`config.mk`:
```
export PLATFORM = sky130hd
export DESIGN_NAME = irq_pend_track
export DESIGN_NICKNAME = d
export VERILOG_FILES = /design/src/rtl/irq_pend_pkg.sv /design/src/rtl/irq_cell.sv /design/src/rtl/irq_pend_regs.sv /design/src/rtl/irq_pend_track.sv
export SDC_FILE = /design/constraint.sdc
export NUM_CORES = 1
export LEC_CHECK = 0
export BUFFER_PORTS_ARGS = -buffer_cell sky130_fd_sc_hd__clkbuf_2
export CAP_MARGIN = 10
export CORE_AREA = 2 2 139 141
export CTS_CLUSTER_SIZE = 10
export DETAILED_ROUTE_END_ITERATION = 7
export DIE_AREA = 0 0 141 143
export PLACE_DENSITY_LB_ADDON = 0.3
export SYNTH_ARGS = -nofsm -noshare
export SYNTH_HDL_FRONTEND = slang
export SYNTH_HIERARCHICAL = 1
export SYNTH_SLANG_ARGS = --single-unit
```
`constraint.sdc`:
```
create_clock -name clk_i -period 1 [get_ports clk_i]
set_input_delay 0.15 -clock clk_i [delete_from_list [all_inputs] [get_ports clk_i]]
set_output_delay 0.15 -clock clk_i [all_outputs]
set_load 0.05 [all_outputs]
```
`src/rtl/irq_pend_pkg.sv`:
```
package irq_pend_pkg;
  // {active, pending}
  typedef enum logic [1:0] {
    ST_INACT   = 2'b00,
    ST_PEND    = 2'b01,
    ST_ACT     = 2'b10,
    ST_ACTPEND = 2'b11
  } irq_st_e;
endpackage

```
`src/rtl/irq_cell.sv`:
```
module irq_cell
  import irq_pend_pkg::*;
(
  input  logic    clk_i,
  input  logic    rst_ni,
  input  logic    line_i,
  input  logic    level_i,
  input  logic    set_i,
  input  logic    clr_i,
  input  logic    ack_i,
  input  logic    eoi_i,
  output irq_st_e st_o
);
  logic line_q, pend_q, sw_q, act_q;
  logic rise, pend_eff, take;

  assign rise     = line_i & ~line_q;
  assign pend_eff = level_i ? (line_q | sw_q) : pend_q;
  assign take     = ack_i & pend_eff & ~act_q;

  always_ff @(posedge clk_i or negedge rst_ni) begin
    if (!rst_ni) begin
      line_q <= 1'b0;
      pend_q <= 1'b0;
      sw_q   <= 1'b0;
      act_q  <= 1'b0;
    end else begin
      line_q <= line_i;
      if (take)              act_q <= 1'b1;
      else if (eoi_i)        act_q <= 1'b0;
      // hardware set beats clear in the same cycle
      if (level_i)           pend_q <= 1'b0;
      else if (rise | set_i) pend_q <= 1'b1;
      else if (clr_i | take) pend_q <= 1'b0;
      if (!level_i)          sw_q <= 1'b0;
      else if (set_i)        sw_q <= 1'b1;
      else if (clr_i | take) sw_q <= 1'b0;
    end
  end

  assign st_o = irq_st_e'({act_q, pend_eff});
endmodule

```
`src/rtl/irq_pend_regs.sv`:
```
module irq_pend_regs #(
  parameter int unsigned N          = 32,
  parameter int unsigned ADDR_W     = 12,
  parameter logic [ADDR_W-1:0] REG_OFFSET = 12'h280
) (
  input  logic              clk_i,
  input  logic              rst_ni,
  input  logic              req_i,
  input  logic              we_i,
  input  logic              ns_i,
  input  logic [ADDR_W-1:0] addr_i,
  input  logic [N-1:0]      wdata_i,
  input  logic              sec_disable_i,
  input  logic              route_en_s_i,
  input  logic              route_en_ns_i,
  input  logic [N-1:0]      secure_grp_i,
  input  logic [N-1:0]      pend_i,
  output logic [N-1:0]      clr_o,
  output logic [N-1:0]      rdata_o
);
  logic          hit;
  logic [N-1:0]  routed, blocked, acc, rdata_q;

  assign hit     = req_i && (addr_i == REG_OFFSET);
  assign routed  = (secure_grp_i & {N{route_en_s_i}}) | (~secure_grp_i & {N{route_en_ns_i}});
  assign blocked = secure_grp_i & {N{ns_i & ~sec_disable_i}};
  assign acc     = routed & ~blocked;
  assign clr_o   = (hit && we_i) ? (wdata_i & acc) : '0;

  always_ff @(posedge clk_i or negedge rst_ni) begin
    if (!rst_ni)         rdata_q <= '0;
    else if (hit && !we_i) rdata_q <= pend_i & acc;
    else                 rdata_q <= '0;
  end

  assign rdata_o = rdata_q;
endmodule

```
`src/rtl/irq_pend_track.sv`:
```
module irq_pend_track
  import irq_pend_pkg::*;
#(
  parameter int unsigned N_SGI      = 16,
  parameter int unsigned N_PPI      = 16,
  parameter int unsigned ADDR_W     = 12,
  parameter logic [ADDR_W-1:0] REG_OFFSET = 12'h280,
  localparam int unsigned N    = N_SGI + N_PPI,
  localparam int unsigned ID_W = $clog2(N)
) (
  input  logic              clk_i,
  input  logic              rst_ni,
  input  logic [N-1:0]      line_i,
  input  logic [N-1:0]      level_i,
  input  logic [N-1:0]      set_pend_i,
  input  logic [N-1:0]      secure_grp_i,
  input  logic              sec_disable_i,
  input  logic              route_en_s_i,
  input  logic              route_en_ns_i,
  input  logic              ack_i,
  input  logic [ID_W-1:0]   ack_id_i,
  input  logic              eoi_i,
  input  logic [ID_W-1:0]   eoi_id_i,
  input  logic              req_i,
  input  logic              we_i,
  input  logic              ns_i,
  input  logic [ADDR_W-1:0] addr_i,
  input  logic [N-1:0]      wdata_i,
  output logic [N-1:0]      rdata_o,
  output logic [2*N-1:0]    state_o
);
  logic [N-1:0] pend, clr;

  irq_pend_regs #(.N(N), .ADDR_W(ADDR_W), .REG_OFFSET(REG_OFFSET)) u_regs (
    .clk_i, .rst_ni, .req_i, .we_i, .ns_i, .addr_i, .wdata_i,
    .sec_disable_i, .route_en_s_i, .route_en_ns_i, .secure_grp_i,
    .pend_i (pend),
    .clr_o  (clr),
    .rdata_o
  );

  for (genvar i = 0; i < N; i++) begin : g_irq
    irq_st_e st;
    irq_cell u_cell (
      .clk_i, .rst_ni,
      .line_i  (line_i[i]),
      .level_i (level_i[i]),
      .set_i   (set_pend_i[i]),
      .clr_i   (clr[i]),
      .ack_i   (ack_i && (ack_id_i == ID_W'(i))),
      .eoi_i   (eoi_i && (eoi_id_i == ID_W'(i))),
      .st_o    (st)
    );
    assign pend[i]          = st[0];
    assign state_o[2*i +: 2] = st;
  end
endmodule

```
==> impl_metrics.tcl <==
set metrics [dict create \
    end_kind "flip-flop" \
    tightest_slew_ns 0.468 \
    wl_um 34000 \
    synth-simple-area-share_pct 26.7 \
    initial_core_util_pct 45.6 \
    drc 0 \
    layout_setup_ws_ns -0.607 \
    vdd.ir_drop.worst_v 0.00115 \
    drt_iter0_drc 545 \
    cap_violations 0 \
    violations "setup timing" \
    power_density_nw_per_um2 1510 \
    core_area_um2 18600 \
    clock-sinks 160 \
    port_buffers 287 \
    outcome "finished, violations left" \
    yosysTopAreaCell "dfrtp_1" \
    ios 288 \
    clk_pin_slew_ns 0.06 \
    cpMaxStageDelayCell "or4_4" \
    utilization_pct 76.6 \
    ys_seq_area_share_pct 47.2 \
    clock_skew_ns 0.0111 \
    routedWlPerCell_um 20.7 \
    cts_tree "built" \
    grt_pass1_vias 9751 \
    synth.ff_latch_count 160 \
    grt_max_degree 35 \
    worstSkewPairLatency_ns 0.43 \
    synth_edf_count 0 \
    async_flop_share_pct 100 \
    path_delay_family "simple AND/OR/NAND/NOR gates" \
    drtPass1Iterations 5 \
    syn_avg_cell_area_um2 9.56 \
    p_leak_nw 7.07 \
    path_cells "clkbuf_2, or4_4, nor4_4, buf_6, buf_12, and3_1, inv_1, a31oi_1, nor2b_1" \
    finalCritPeriodShare_pct 161 \
    synthAdderAreaFrac_pct 0 \
    fp.dieW_um 141 \
    rsz0062_at_grt "yes" \
    relSlewSlack_pct 68.7 \
    num_antenna_cells 0 \
    drtAntennaViolNets 0 \
    dieArea_um2 20200 \
    syn_area_um2 8480 \
    synth_warnings 6 \
    gp_congestion 0.879 \
    criticalPathCategory "input port to flip-flop" \
    yosys.cell_count.top_type "dfrtp_1" \
    synth_mux_area_share_pct 0 \
    drive_gt1_share_pct 46.8 \
    crit_arrival_ns 1.91 \
    synth_compound_area_share_pct 14.6 \
    yosysUniqueCellTypes 27 \
    startpoint_type "input port" \
    syn_nets 1079 \
    cts_buffer_depth 2 \
    root_buffer "clkbuf_16" \
    finalCriticalPeriod_ns 1.61 \
    rows 50 \
    critPathMaxFanout 13 \
    synthFlopType "dfrtp_1" \
    synth_xor_area_share_pct 0 \
    synthTopCellsByArea "dfrtp_1, o32ai_2, buf_4" \
    cp.buffers_inverters 4 \
    synth_top_family_by_area "simple AND/OR/NAND/NOR gates" \
    total_power_mw 21.5 \
    fmax_mhz 622 \
    antenna_found_initial 0 \
    grt-ovfl-total 0 \
    holdCritPathClass "input port to flip-flop" \
    crit_required_ns 1.30 \
    setup_viol 214 \
    cts.htree.levels 4 \
    die_h_um 143 \
    dpl.hpwl_um 20700 \
    cts_buffers 17 \
    yosysTopAreaCellShare_pct 47.2 \
    drv_slew 0 \
    viasPerCell 5.51 \
    grtUsageTotal_pct 32.7 \
    cp_slowest_stage_delay_ns 0.54 \
    synthToLayoutAreaGrowth_pct 67.8 \
    synthCells 887 \
    finalHoldViolations 0 \
    yosys-top-cells-count "dfrtp_1, nor2_1, inv_1, a21oi_1, buf_4" \
    grt_pass1_wl_um 50500 \
    fin_nets 1587 \
    vias 9048 \
]
## per-layer routing
| layer | vias up | wire length (um) | GRT usage, % |
|---|---|---|---|
| met3 | 110 | 2460 | 7.11 |
| met1 | 4440 | 12400 | 37.8 |
| li1 | 4014 | - | - |
| met2 | 484 | 17700 | 59.2 |
| met4 | 0 | 1430 | 13.3 |
| met5 | - | 0 | 0 |
## area by class of cell
| cell class | instances | area (um2) |
|---|---|---|
| Timing Repair Buffer | 575 | 5090 |
| Fill cell | 1118 | 4350 |
| Sequential cell | 160 | 4000 |
| Multi-Input combinational cell | 544 | 3890 |
| Clock buffer | 22 | 454 |
| Inverter | 97 | 364 |
| Tap cell | 234 | 293 |
| Clock inverter | 9 | 135 |
## worst reg2reg max path, stage by stage, from the launching register on
cell	delay, ns
dfrtp_1	0.41
buf_4	0.15
nand2b_1	0.20
a31oi_1	0.26
nor2b_1	0.07
## final timing paths
kind,start,endpoint,slack (ns),depth (start not counted)
setup / recovery,addr_i[1],g_irq[4].u_cell/sw_q$_DFFE_PN0P_,-0.61,9
hold / removal,set_pend_i[1],g_irq[1].u_cell/sw_q$_DFFE_PN0P_,0.02,3
setup reg to reg,g_irq[19].u_cell/act_q$_DFFE_PN0P_,g_irq[19].u_cell/sw_q$_DFFE_PN0P_,-0.20,4
hold reg to reg,g_irq[12].u_cell/pend_q$_DFFE_PN0P_,g_irq[12].u_cell/pend_q$_DFFE_PN0P_,0.56,2
max in group asynchronous,rst_ni,g_irq[17].u_cell/pend_q$_DFFE_PN0P_,0.31,3
min in group asynchronous,rst_ni,u_regs/rdata_o[26]$_DFF_PN0_,0.17,2
## through the flow
stage                     area (um2)  setup slack, ns  instances  TNS [ns]  hold slack, ns
after global placement         10800           -0.896       1461    -89.23          0.0503
after CTS                      13900           -0.512       1663    -65.37         0.00209
after floorplan                 8490           -0.732        887    -59.62          -0.146
final                          14200           -0.607       1641    -72.43          0.0161
after detailed placement       10800           -0.999       1461    -93.23          0.0527
after global routing           14200           -0.654       1641    -79.43          0.0220
## layout by cell type, fill, tap and decap left out, drive strengths merged
cell type    count
clkinv           3
nor2           128
nand4bb          6
nor2b           33
dlygate4sd3     85
nor3b           32
clkbuf         215
inv             97
nand2           34
or4bb            2
buf            297
and3            64
nor4             2
nand3           32
or4              1
clkinvlp         3
or2              3
or4b             3
o22ai           32
o32ai           32
a21oi           64
a31oi           32
nand2b          36
dfrtp          160
nand4            2
nand4b           6
bufinv           3
## report_power, final
part	switching [mW]	internal, mW	total, mW
combinational	3.69	3.48	7.17
sequential	0.563	7.06	7.62
clock	2.75	3.99	6.74
total	7.01	14.5	21.5
## kinds of logic (layout without fill, tap and decap cells)
family / count (synthesis) / after routing
flip-flops: 160 / 160
AND/OR/NAND/NOR: 384 / 384
AO/OA/AOI/OAI: 160 / 160
buffers and inverters: 183 / 703
## state kept, by name, summed over array words and instances, names as in the netlist
signal	cells
g_irq.u_cell/act_q	32
g_irq.u_cell/line_q	32
g_irq.u_cell/pend_q	32
g_irq.u_cell/sw_q	32
u_regs/rdata_o	32
## what timing repair did
action / CTS / global route
resized for setup: 239 / 170
pin swaps: 67 / 57
endpoints found under the setup margin: 193 / 224
gates cloned: 4 / 1
buffers inserted: 84 / 39
hold buffers: 85 / 0
endpoints found under the hold margin: 244 / 0
(Power assumes the default switching activity.)
